[src/rtl/ptw_pkg.sv]
package ptw_pkg;
    localparam int unsigned WORD_W  = 32;
    localparam int unsigned OFF_W   = 12;
    localparam int unsigned IDX_W   = 10;
    localparam int unsigned BIG_OFF = OFF_W + IDX_W;

    localparam int unsigned B_PRES  = 0;
    localparam int unsigned B_WR    = 1;
    localparam int unsigned B_USR   = 2;
    localparam int unsigned B_REF   = 5;
    localparam int unsigned B_MOD   = 6;
    localparam int unsigned B_BIG   = 7;

    typedef enum logic [2:0] {
        ST_IDLE, ST_RD1, ST_WT1, ST_RD2, ST_WT2, ST_WB1, ST_WB2, ST_DONE
    } walk_state_t;

    typedef struct packed {
        logic hit;
        logic prot;
        logic wr;
        logic usr;
    } fault_t;

    function automatic logic [WORD_W-1:0] slot_addr(
        input logic [WORD_W-1:0] base, input logic [IDX_W-1:0] idx);
        return {base[WORD_W-1:OFF_W], idx, 2'b00};
    endfunction
endpackage

[src/rtl/ptw_check.sv]
module ptw_check
    import ptw_pkg::*;
(
    input  logic [WORD_W-1:0] entry,
    input  logic              par_wr,
    input  logic              par_usr,
    input  logic              is_final,
    input  logic              acc_write,
    input  logic              acc_user,
    output logic              present,
    output logic              perm_ok,
    output logic              eff_wr,
    output logic              eff_usr,
    output logic              need_wb,
    output logic [WORD_W-1:0] upd_entry
);
    logic set_mod;

    always_comb begin
        present   = entry[B_PRES];
        eff_wr    = par_wr & entry[B_WR];
        eff_usr   = par_usr & entry[B_USR];
        perm_ok   = (!acc_user || eff_usr) && (!(acc_user && acc_write) || eff_wr);
        set_mod   = is_final & acc_write;
        need_wb   = !entry[B_REF] || (set_mod && !entry[B_MOD]);
        upd_entry = entry;
        upd_entry[B_REF] = 1'b1;
        if (set_mod) upd_entry[B_MOD] = 1'b1;
    end
endmodule

[src/rtl/ptw_port.sv]
module ptw_port
    import ptw_pkg::*;
(
    input  walk_state_t       state,
    input  logic [WORD_W-1:0] root_q,
    input  logic [WORD_W-1:0] va_q,
    input  logic [WORD_W-1:0] e1_q,
    input  logic [WORD_W-1:0] e1_upd_q,
    input  logic [WORD_W-1:0] e2_upd_q,
    output logic              mem_req_valid,
    output logic              mem_req_we,
    output logic [WORD_W-1:0] mem_req_addr,
    output logic [WORD_W-1:0] mem_req_wdata
);
    logic [WORD_W-1:0] dir_addr, tbl_addr;

    assign dir_addr = slot_addr(root_q, va_q[WORD_W-1 -: IDX_W]);
    assign tbl_addr = slot_addr(e1_q, va_q[OFF_W +: IDX_W]);

    always_comb begin
        mem_req_valid = 1'b0;
        mem_req_we    = 1'b0;
        mem_req_addr  = dir_addr;
        mem_req_wdata = '0;
        unique case (state)
            ST_RD1: mem_req_valid = 1'b1;
            ST_RD2: begin
                mem_req_valid = 1'b1;
                mem_req_addr  = tbl_addr;
            end
            ST_WB1: begin
                mem_req_valid = 1'b1;
                mem_req_we    = 1'b1;
                mem_req_wdata = e1_upd_q;
            end
            ST_WB2: begin
                mem_req_valid = 1'b1;
                mem_req_we    = 1'b1;
                mem_req_addr  = tbl_addr;
                mem_req_wdata = e2_upd_q;
            end
            default: ;
        endcase
    end
endmodule

[src/rtl/ptw_walker.sv]
module ptw_walker
    import ptw_pkg::*;
(
    input  logic              clk,
    input  logic              rst,
    input  logic [WORD_W-1:0] root_base,
    input  logic              req_valid,
    output logic              req_ready,
    input  logic [WORD_W-1:0] req_vaddr,
    input  logic              req_write,
    input  logic              req_user,
    output logic              mem_req_valid,
    input  logic              mem_req_ready,
    output logic              mem_req_we,
    output logic [WORD_W-1:0] mem_req_addr,
    output logic [WORD_W-1:0] mem_req_wdata,
    input  logic              mem_rsp_valid,
    input  logic [WORD_W-1:0] mem_rsp_data,
    output logic              res_valid,
    input  logic              res_ready,
    output logic              res_fault,
    output logic              res_fault_prot,
    output logic              res_fault_write,
    output logic              res_fault_user,
    output logic [WORD_W-1:0] res_paddr,
    output logic              res_attr_rw,
    output logic              res_attr_user,
    output logic              res_large
);
    walk_state_t       state;
    logic [WORD_W-1:0] root_q, va_q, e1_q, e1_upd_q, e2_upd_q, paddr_q;
    logic              wr_q, usr_q, wb1_q, wb2_q, large_q, rw_at_q, usr_at_q;
    fault_t            flt_q;

    logic              second;
    logic              c_present, c_ok, c_wr, c_usr, c_wb;
    logic [WORD_W-1:0] c_upd;

    assign second = (state == ST_WT2);

    ptw_check u_check (
        .entry     (mem_rsp_data),
        .par_wr    (second ? e1_q[B_WR]  : 1'b1),
        .par_usr   (second ? e1_q[B_USR] : 1'b1),
        .is_final  (second | mem_rsp_data[B_BIG]),
        .acc_write (wr_q),
        .acc_user  (usr_q),
        .present   (c_present),
        .perm_ok   (c_ok),
        .eff_wr    (c_wr),
        .eff_usr   (c_usr),
        .need_wb   (c_wb),
        .upd_entry (c_upd)
    );

    ptw_port u_port (
        .state         (state),
        .root_q        (root_q),
        .va_q          (va_q),
        .e1_q          (e1_q),
        .e1_upd_q      (e1_upd_q),
        .e2_upd_q      (e2_upd_q),
        .mem_req_valid (mem_req_valid),
        .mem_req_we    (mem_req_we),
        .mem_req_addr  (mem_req_addr),
        .mem_req_wdata (mem_req_wdata)
    );

    always_ff @(posedge clk) begin
        if (rst) begin
            state    <= ST_IDLE;
            root_q   <= '0;
            va_q     <= '0;
            e1_q     <= '0;
            e1_upd_q <= '0;
            e2_upd_q <= '0;
            paddr_q  <= '0;
            wr_q     <= 1'b0;
            usr_q    <= 1'b0;
            wb1_q    <= 1'b0;
            wb2_q    <= 1'b0;
            large_q  <= 1'b0;
            rw_at_q  <= 1'b0;
            usr_at_q <= 1'b0;
            flt_q    <= '0;
        end else begin
            unique case (state)
                ST_IDLE: if (req_valid) begin
                    root_q  <= root_base;
                    va_q    <= req_vaddr;
                    wr_q    <= req_write;
                    usr_q   <= req_user;
                    flt_q   <= '0;
                    large_q <= 1'b0;
                    wb1_q   <= 1'b0;
                    wb2_q   <= 1'b0;
                    state   <= ST_RD1;
                end
                ST_RD1: if (mem_req_ready) state <= ST_WT1;
                ST_WT1: if (mem_rsp_valid) begin
                    e1_q     <= mem_rsp_data;
                    e1_upd_q <= c_upd;
                    if (!c_present) begin
                        flt_q <= '{hit: 1'b1, prot: 1'b0, wr: wr_q, usr: usr_q};
                        state <= ST_DONE;
                    end else if (mem_rsp_data[B_BIG]) begin
                        large_q <= 1'b1;
                        if (!c_ok) begin
                            flt_q <= '{hit: 1'b1, prot: 1'b1, wr: wr_q, usr: usr_q};
                            state <= ST_DONE;
                        end else begin
                            paddr_q  <= {mem_rsp_data[WORD_W-1:BIG_OFF], va_q[BIG_OFF-1:0]};
                            rw_at_q  <= c_wr;
                            usr_at_q <= c_usr;
                            state    <= c_wb ? ST_WB1 : ST_DONE;
                        end
                    end else begin
                        wb1_q <= c_wb;
                        state <= ST_RD2;
                    end
                end
                ST_RD2: if (mem_req_ready) state <= ST_WT2;
                ST_WT2: if (mem_rsp_valid) begin
                    e2_upd_q <= c_upd;
                    if (!c_present) begin
                        flt_q <= '{hit: 1'b1, prot: 1'b0, wr: wr_q, usr: usr_q};
                        state <= ST_DONE;
                    end else if (!c_ok) begin
                        flt_q <= '{hit: 1'b1, prot: 1'b1, wr: wr_q, usr: usr_q};
                        state <= ST_DONE;
                    end else begin
                        paddr_q  <= {mem_rsp_data[WORD_W-1:OFF_W], va_q[OFF_W-1:0]};
                        rw_at_q  <= c_wr;
                        usr_at_q <= c_usr;
                        wb2_q    <= c_wb;
                        state    <= wb1_q ? ST_WB1 : (c_wb ? ST_WB2 : ST_DONE);
                    end
                end
                ST_WB1: if (mem_req_ready) state <= wb2_q ? ST_WB2 : ST_DONE;
                ST_WB2: if (mem_req_ready) state <= ST_DONE;
                ST_DONE: if (res_ready) state <= ST_IDLE;
                default: state <= ST_IDLE;
            endcase
        end
    end

    assign req_ready       = (state == ST_IDLE);
    assign res_valid       = (state == ST_DONE);
    assign res_fault       = flt_q.hit;
    assign res_fault_prot  = flt_q.prot;
    assign res_fault_write = flt_q.wr;
    assign res_fault_user  = flt_q.usr;
    assign res_paddr       = paddr_q;
    assign res_attr_rw     = rw_at_q;
    assign res_attr_user   = usr_at_q;
    assign res_large       = large_q;


    busy_no_accept_chk: assert property (@(posedge clk) disable iff (rst)
        (res_valid || mem_req_valid) |-> !req_ready);


    result_hold_chk: assert property (@(posedge clk) disable iff (rst)
        (res_valid && !res_ready) |=> (res_valid && $stable(res_paddr) && $stable(res_fault)
                                       && $stable(res_fault_prot)));


    memreq_hold_chk: assert property (@(posedge clk) disable iff (rst)
        (mem_req_valid && !mem_req_ready) |=> (mem_req_valid && $stable(mem_req_addr)
                                               && $stable(mem_req_we) && $stable(mem_req_wdata)));


    wb_marks_ref_chk: assert property (@(posedge clk) disable iff (rst)
        (mem_req_valid && mem_req_we) |-> (mem_req_wdata[B_REF] && mem_req_wdata[B_PRES]));


    user_grant_chk: assert property (@(posedge clk) disable iff (rst)
        (res_valid && !res_fault && usr_q) |-> res_attr_user);


    no_write_on_fault_chk: assert property (@(posedge clk) disable iff (rst)
        (mem_req_valid && mem_req_we) |-> !flt_q.hit);
endmodule

[config.mk]
export PLATFORM = sky130hd
export DESIGN_NAME = ptw_walker
export DESIGN_NICKNAME = d
export VERILOG_FILES = /design/src/rtl/ptw_pkg.sv /design/src/rtl/ptw_check.sv /design/src/rtl/ptw_port.sv /design/src/rtl/ptw_walker.sv
export SDC_FILE = /design/constraint.sdc
export NUM_CORES = 1
export LEC_CHECK = 0
export ABC_AREA = 1
export BUFFER_PORTS_ARGS = -buffer_cell sky130_fd_sc_hd__buf_4
export CAP_MARGIN = 5
export CORE_MARGIN = 8
export CORE_UTILIZATION = 56
export CTS_BUF_LIST = sky130_fd_sc_hd__clkbuf_4 sky130_fd_sc_hd__clkbuf_8
export DETAILED_ROUTE_END_ITERATION = 8
export PLACE_DENSITY = 0.78
export SYNTH_ARGS = -nofsm -noshare
export SYNTH_HDL_FRONTEND = slang
export SYNTH_HIERARCHICAL = 1
export SYNTH_SLANG_ARGS = --single-unit
[constraint.sdc]
create_clock -name clk -period 3 [get_ports clk]
set_clock_uncertainty 0.05 [all_clocks]
set_input_delay 0.6 -clock clk [delete_from_list [all_inputs] [get_ports clk]]
set_output_delay 0.6 -clock clk [all_outputs]
set_load 0.03 [all_outputs]
==> impl_results.md <==
* Cts bufs inserted at 17
* H-Tree Depth at 4
* Area growth syn-to-layout at 19.4%
* Period utilization at 0.910
* Cells after synthesis at roughly 1300
* WS Path Type: reg2out
* CP arrival at 2080 ps
* Hold_buf cts at 0
* Input/output buffers at 196
* Die footprint at ~19000 µm²
* Initial DRC count at approximately 430
* Vias at approximately 8500
* CTS tree: built
* Final ANT Viol Nets at 0
* Outcome: finished clean
* DRC at 0
* TritonRoute pass-1 iters at 6
* Max-slew headroom at 0.342
* Worst-path fanout max at 33
* Total negative slack at 0 ps
* Syn Area/Cell at between 6 and 7 µm²
* Commonest cells after routing, fill and taps aside: 234 x nand2_1, 216 x buf_4, 190 x nor2_1
* Vias in the first global route at between 7000 and 8000
* Largest net degree at the start of global routing at between 80 and 90
* Longest Clk Path Bufs at 2
* CTS root buffer: clkbuf_8
* Crit path from: state[1]
* Final Setup Violations at 0
* Place WS at 453 ps
* Global-route wire length before repair at between 40000 and 50000 µm
* FILL cells at between 1000 and 1500
* Clock Sink Count at ~180
* Placeable Area at ~15000 µm²
* Num ports at between 200 and 250
* Die height at between 100 and 150 µm
* Fin crit period at approximately 2700 ps
* HPWL after detailed placement at between 15000 and 20000 µm
* Critical Path RT at between 2000 and 2500 ps
* Final Core Density at 0.678
* # diodes at 0
* Hold Path Class: in2reg
* Netlist Area Pre-Place at 8540 µm²
* Commonest non-fill, non-tap cell in the layout: nand2_1
* Reg clk slew, reported paths at ~100 ps
* Post-route cell area at about 10000 µm²
* Leakage at about 4.6 nW
* GRT Residual Overflow at 0
* DR WL/cell at about 16 µm
* Gr usage total at 0.254
* Final WS setup at around 270 ps
* Final Max Slew Viols at 0
* Worst setup SP type: flop
* Nets at roughly 1500
* RSZ-0062 raised after global routing: no
* F_max at 0.366 GHz
* Initial antenna violation count at 0
* Initial cell density of the core at 0.568
* # Max-Cap Violations at 0
* Worst-Margin Slew at approximately 990 ps
* PwrDens at between 800 and 900 nW/µm²
* Hold Vio Cnt, Final at 0
* VDD IR max at ~0.54 mV
* Gpl congestion at ~0.88
* # Post-CTS Setup Buffers at 0
* Synthesis warning total at 6
* Endpoint class of the critical path: primary output
* Dpl cell area at between 9000 and 10000 µm²
* Reg2reg start: state[1]
* Via/cell ratio at between 5 and 6
* Share of cells above drive strength 1 at 0.199
* Row cnt at 45
* Total routed wirelength at roughly 25000 µm
* Min-delay src: mem_rsp_data[9]
* Die X-Extent at about 140 µm
* Worst-Skew Late Latency at roughly 450 ps
==> state kept, by name, indices dropped and copies added, names as in the netlist, 3 cells and up <==
register	count
state	3
e2_upd_q	32
e1_q	22
res_paddr	32
e1_upd_q	32
root_q	20
va_q	32
==> routing by layer <==
metal	track usage	up-vias	part of all wire
li1	-	4211	-
met1	0.336	3953	0.44
met2	0.396	323	0.46
met3	0.0684	25	0.082
met4	0.0739	0	0.015
met5	0	-	0
==> power breakdown <==
group          leakage (nW)  switching [W]  internal (W)
combinational          2.91        0.00222      0.000985
clock                 0.241       0.000882       0.00112
sequential             1.50       0.000270       0.00286
==> path summary, 6_finish.rpt <==
kind / to / slack, ps / depth (start not counted)
worst max-delay path: mem_req_addr[13] / 270 / 5
worst min-delay path: e1_upd_q[9] / 330 / 3
worst max register to register: res_paddr[28] / 560 / 13
worst min register to register: res_fault / 400 / 2
==> per-stage QoR <==
| stage | total power [W] | std cells | hold slack, ps |
|---|---|---|---|
| after global placement | 0.00630 | 1524 | 389 |
| final | 0.00833 | 1556 | 332 |
| after CTS | 0.00833 | 1556 | 301 |
| after floorplan | 0.00539 | 1254 | 385 |
| after global routing | 0.00883 | 1556 | 305 |
| after detailed placement | 0.00636 | 1524 | 392 |
==> final cells by class <==
class                      instances  area, µm²  share of cell area
multi-input combinational        846       3810               0.374
timing repair buffer             217       1640               0.161
inverter                          89        334              0.0328
sequential                       184       3690               0.362
tap                              188        235              0.0231
clock buffer                      19        262              0.0257
clock inverter                    13        224              0.0220
==> repair_timing <==
item | 4_1_cts | 5_1_grt
setup endpoints to repair | 0 | 31
hold endpoints to repair | 0 | 0
gates resized for setup | 0 | 1
==> critical path, cell delays in order, from the launching register on <==
cell and delay, ps:
dfxtp_2 500, nand3_4 360, buf_4 390, nand3_1 140, nand2_1 60, buf_4 160
No activity file was read; power rests on OpenSTA's default activity.
